--- src/rtl/stall_buffer_pair.sv ---
module stall_buffer_pair #(
  parameter int AW        = 18,
  parameter int DW        = 128,
  parameter int STALL_DLY = 2,
  parameter int IDEPTH    = 8,
  parameter int ODEPTH    = 8
) (
  input  logic          clk,
  input  logic          rst_n,
  input  logic          mem_stall,
  output logic          usr_stall,
  input  logic          usr_req_vld,
  input  logic          usr_req_we,
  input  logic [AW-1:0] usr_req_addr,
  input  logic [DW-1:0] usr_req_wdata,
  output logic          mem_req_vld,
  output logic          mem_req_we,
  output logic [AW-1:0] mem_req_addr,
  output logic [DW-1:0] mem_req_wdata,
  input  logic          mem_rsp_vld,
  input  logic [DW-1:0] mem_rsp_data,
  output logic          usr_rsp_vld,
  output logic [DW-1:0] usr_rsp_data,
  output logic          ovf_err
);

  localparam int RQW = 1 + AW + DW;
  localparam int IPW = $clog2(IDEPTH);
  localparam int OPW = $clog2(ODEPTH);
  localparam logic [IPW:0] ICAP = (IPW+1)'(IDEPTH);
  localparam logic [OPW:0] OCAP = (OPW+1)'(ODEPTH);

  // stall spreading line
  logic [STALL_DLY-1:0] sline;
  generate
    if (STALL_DLY == 1) begin : g_d1
      always_ff @(posedge clk)
        if (!rst_n) sline <= '0;
        else        sline <= mem_stall;
    end else begin : g_dn
      always_ff @(posedge clk)
        if (!rst_n) sline <= '0;
        else        sline <= {sline[STALL_DLY-2:0], mem_stall};
    end
  endgenerate
  assign usr_stall = sline[STALL_DLY-1];

  // request queue
  logic [RQW-1:0] imem [IDEPTH];
  logic [IPW-1:0] iwr, ird;
  logic [IPW:0]   icnt;
  logic [RQW-1:0] ireq, ihead;
  logic i_empty, i_full, i_pop, i_byp, i_want, i_push, i_drop;

  assign ireq    = {usr_req_we, usr_req_addr, usr_req_wdata};
  assign ihead   = imem[ird];
  assign i_empty = (icnt == '0);
  assign i_full  = (icnt == ICAP);
  assign i_pop   = !mem_stall && !i_empty;
  assign i_byp   = usr_req_vld && !mem_stall && i_empty;
  assign i_want  = usr_req_vld && !i_byp;
  assign i_push  = i_want && (!i_full || i_pop);
  assign i_drop  = i_want && i_full && !i_pop;

  always_ff @(posedge clk) begin
    if (!rst_n) begin
      iwr  <= '0;
      ird  <= '0;
      icnt <= '0;
    end else begin
      if (i_push) begin
        imem[iwr] <= ireq;
        iwr <= (iwr == IPW'(IDEPTH-1)) ? '0 : iwr + 1'b1;
      end
      if (i_pop)
        ird <= (ird == IPW'(IDEPTH-1)) ? '0 : ird + 1'b1;
      icnt <= icnt + (IPW+1)'(i_push) - (IPW+1)'(i_pop);
    end
  end

  logic [RQW-1:0] mreq;
  assign mreq = i_pop ? ihead : (i_byp ? ireq : '0);
  assign mem_req_vld = i_pop || i_byp;
  assign {mem_req_we, mem_req_addr, mem_req_wdata} = mreq;

  // response queue
  logic [DW-1:0]  omem [ODEPTH];
  logic [OPW-1:0] owr, ord;
  logic [OPW:0]   ocnt;
  logic o_empty, o_full, o_pop, o_byp, o_want, o_push, o_drop;

  assign o_empty = (ocnt == '0);
  assign o_full  = (ocnt == OCAP);
  assign o_pop   = !usr_stall && !o_empty;
  assign o_byp   = mem_rsp_vld && !usr_stall && o_empty;
  assign o_want  = mem_rsp_vld && !o_byp;
  assign o_push  = o_want && (!o_full || o_pop);
  assign o_drop  = o_want && o_full && !o_pop;

  always_ff @(posedge clk) begin
    if (!rst_n) begin
      owr  <= '0;
      ord  <= '0;
      ocnt <= '0;
    end else begin
      if (o_push) begin
        omem[owr] <= mem_rsp_data;
        owr <= (owr == OPW'(ODEPTH-1)) ? '0 : owr + 1'b1;
      end
      if (o_pop)
        ord <= (ord == OPW'(ODEPTH-1)) ? '0 : ord + 1'b1;
      ocnt <= ocnt + (OPW+1)'(o_push) - (OPW+1)'(o_pop);
    end
  end

  assign usr_rsp_vld  = o_pop || o_byp;
  assign usr_rsp_data = o_pop ? omem[ord] : (o_byp ? mem_rsp_data : '0);

  always_ff @(posedge clk)
    if (!rst_n) ovf_err <= 1'b0;
    else        ovf_err <= ovf_err || i_drop || o_drop;

  a_r4_no_req_in_stall: assert property (@(posedge clk) disable iff (!rst_n)
    mem_stall |-> !mem_req_vld);
  a_r7_no_rsp_in_stall: assert property (@(posedge clk) disable iff (!rst_n)
    usr_stall |-> !usr_rsp_vld);
  a_r5_replay_active: assert property (@(posedge clk) disable iff (!rst_n)
    (!mem_stall && icnt != '0) |-> mem_req_vld);
  a_r8_drain_active: assert property (@(posedge clk) disable iff (!rst_n)
    (!usr_stall && ocnt != '0) |-> usr_rsp_vld);
  a_r9_err_sticky: assert property (@(posedge clk) disable iff (!rst_n)
    ovf_err |=> ovf_err);
  a_r9_cnt_bound: assert property (@(posedge clk) disable iff (!rst_n)
    (icnt <= ICAP) && (ocnt <= OCAP));

endmodule

--- config.mk ---
export PLATFORM = sky130hd
export DESIGN_NAME = stall_buffer_pair
export DESIGN_NICKNAME = d
export VERILOG_FILES = /design/src/rtl/stall_buffer_pair.sv
export SDC_FILE = /design/constraint.sdc
export NUM_CORES = 2
export LEC_CHECK = 0
export ABC_CLOCK_PERIOD_IN_PS = 18300
export BUFFER_PORTS_ARGS = -buffer_cell sky130_fd_sc_hd__buf_2
export CORE_ASPECT_RATIO = 0.9
export CORE_MARGIN = 3
export CORE_UTILIZATION = 55
export DETAILED_ROUTE_END_ITERATION = 10
export PLACE_DENSITY_LB_ADDON = 0.12
export SYNTH_ARGS = -nofsm -noshare
export SYNTH_HDL_FRONTEND = slang
export SYNTH_SLANG_ARGS = --single-unit
--- constraint.sdc ---
create_clock -name clk -period 18.3 [get_ports clk]
set_input_delay 3.66 -clock clk [delete_from_list [all_inputs] [get_ports clk]]
set_output_delay 3.66 -clock clk [all_outputs]
set_load 0.02 [all_outputs]
==> out/metrics.yaml <==
outcome: "complete, no violations"
grt_util_met1: 0.3313
power.internal_mw: 9.585
ir_worst_vdd_mv: 0.1157
postCtsSetupBuffers: 0
worstSetupStartpointType: "input pin"
cp-endpoint: "mem_req_wdata[69]"
synth_area_per_cell_sq_um: 19.28
dp_hpwl_mm: 113.8
cts_max_level: 4
gp_congestion: 0.7825
hold_viol: 0
synth_common_cells: "edfxtp_1, mux2_2, nand2_1, nor2_1, mux4_2"
routed_via_density: 6.074
die_h_um: 385.9
core_sq_mm: 0.1583
setup_tns_ns: 0
grt.total_usage: 0.2500
rows: 138
crit_path_top_delay_cell: "buf_4"
grtUsageMet2: 0.4197
min_period_ns: 10.27
design_area_sq_mm: 0.09966
cts_tree: "done"
drt_wl_total_mm: 207.7
preCtsSetupSlack_ns: 8.043
post_cts_resize_count: 0
r2r_start: "icnt[2]"
switchingPower_mw: 4.057
cp_max_fo: 62
die_x_um: 428.1
total_power_mw: 13.64
vias: 45260
synth_area_leader_cell: "edfxtp_1"
synth_cell_type_count: 46
max-cap-violations: 0
slew_headroom: 0.2347
cts_buffers: 214
cp.arrival_ns: 6.61
syn_nets: 4875
cp-end-kind: "primary output"
async_flop_share: 0
ys_warn_count: 0
p_per_area_mw_per_mm2: 136.9
initial_core_util: 0.5570
synth_area_leaders: "edfxtp_1, mux4_2, mux2_2"
ant_nets: 0
combPwrFrac: 0.257
power_frac_clock: 0.311
synth_top_area_share: 0.7491
ys.flop_type: "edfxtp_1"
yosysMostFrequentCell: "edfxtp_1"
timing.fmax_mhz: 97.41
slew_viol_final: 0
firstDrtPassIters: 5
swShare: 0.2974
clockRootBuffer: "clkbuf_16"
port_buffers: 558
final_nets: 5444
fin_crit_sh: 0.5610
syn_inst: 4575
areaGrowthSynthToFinish_pct: 13.00
cts_hold_buffers: 0
rsz0062_at_grt: "false"
cts_buffer_depth: 3
r2r-end: "imem[1][91]"
path_cells: "buf_2, a21o_4, buf_4, buf_4, o31ai_2, buf_2"
setup_viol: 0
cpPeakStageDelay_ns: 0.85
path_class: "input pin to primary output"
grt_pass1_vias: 46110
grt_pass1_wl_mm: 306.7
sequentialPowerShare: 0.432
tightestPinTransition_ns: 1.148
antenna_found_initial: 54
hp-class: "register to register"
clkTransAtPathRegs_ns: 0.06
top_usage_layer: "met2"
clock-sinks: 2229
synth_seq_cells: 2229
synth_edf_count: 2200
reg2reg_depth: 8
setup_ws_ns: 8.034
finClkSkew_ns: 0.03560
cp.required_ns: 14.64
wl_per_cell_um: 27.87
rrSetupSlack_ns: 13.98
p_leak_nw: 32.31
clk_latency_ns: 0.83
grtUsageMet3: 0.04677
final_layout_size_suffix_gt1_frac: 0.3608
cp-startpoint: "mem_stall"
drt-initial-drc-count: 3638
place_area_sq_mm: 0.09285
fp.dieArea_sq_mm: 0.1652
grt_max_degree: 149
gr-total-overflow: 0
ys_seq_area_frac: 0.7556
drc_errors: 0
syn_area_sq_mm: 0.08819
ios: 559
==> how the worst min path moves through the flow <==
stage          startpoint        to  depth (start not counted)
2_1_floorplan    sline[0]  sline[1]                          1
3_3_place_gp     sline[0]  sline[1]                          1
3_5_place_dp     sline[0]  sline[1]                          1
4_1_cts          sline[0]  sline[1]                          1
5_1_grt          sline[0]  sline[1]                          1
6_report         sline[0]  sline[1]                          1
==> power groups by stage <==
stage	clock network (mW)	registers, mW	logic, mW
floorplan	0	5.99	2.56
global placement	0	6.00	3.53
detailed placement	0	6.00	3.54
CTS	4.33	5.90	3.56
global route	4.53	5.91	3.73
finish	4.25	5.89	3.50
==> metal layers <==
layer / up-vias / routed length (um)
met2: 1481 / 104400
met5: - / 132
met4: 18 / 7014
li1: 19700 / -
met3: 384 / 13010
met1: 23680 / 83100
==> cell type report <==
cell class              count  area, sq um
diodes                     26        65.06
clock buffers             276         5649
clock inverters           121         1097
fillers                 11070        58680
inverters                   8        30.03
multi-input cells        2058        20080
flip-flops and latches   2229        66670
well taps                2100         2628
repair buffers            633         3443
==> kinds of logic (layout without fill, tap and decap cells) <==
| family | count (synthesis) | after routing | share of synthesized area |
|---|---|---|---|
| other cells | 0 | 26 | 0 |
| xor+xnor | 4 | 4 | 0.0003972 |
| buf+inv | 288 | 1038 | 0.01871 |
| flops | 2229 | 2229 | 0.7556 |
| compound gates | 583 | 583 | 0.05339 |
| mux | 829 | 829 | 0.1409 |
| simple gates | 622 | 622 | 0.02798 |
| fa+ha+maj | 20 | 20 | 0.003008 |
==> worst max-delay path: cells and delay by family <==
| family | cells | cell delay (ns) |
|---|---|---|
| buf+inv | 4 | 1.96 |
| compound gates | 2 | 0.77 |
==> cell usage in the layout (no fill, tap or decap), types with 4 or more instances in the layout <==
master,n
clkinv_1,36
o31ai_1,140
or3_1,4
clkbuf_8,4
ha_1,18
o22ai_1,273
diode_2,26
mux4_2,275
nand2_1,291
nand3b_1,5
nor2_4,9
mux2i_1,6
and2_1,10
nor2b_1,5
nor3_2,6
mux2_2,540
dfxtp_1,23
nor2_1,274
buf_12,7
edfxtp_1,2200
o31ai_2,133
inv_1,8
inv_6,9
buf_4,68
xor2_1,4
clkbuf_16,215
buf_2,558
a21boi_0,17
dfxtp_4,6
clkinv_2,47
bufinv_16,15
o21ai_0,5
a21oi_1,4
clkinvlp_4,7
mux2_1,8
clkbuf_1,57
==> sequential cells by signal, summed over array words and instances, names as in the netlist, named ones only <==
signal	count
iwr	3
imem	1176
owr	3
ord	3
ovf_err	1
ird	3
ocnt	4
icnt	4
omem	1024
sline	2
==> stage by stage <==
| step | hold slack [ns] | cells | util |
|---|---|---|---|
| global placement | 0.4158 | 7028 | 0.5864 |
| global route | 0.4557 | 7434 | 0.6291 |
| floorplan | 0.4119 | 4575 | - |
| CTS | 0.4397 | 7425 | 0.6290 |
| finish | 0.4377 | 7451 | 0.6294 |
| detailed placement | 0.4230 | 7028 | 0.5864 |
(Power assumes the default switching activity.)
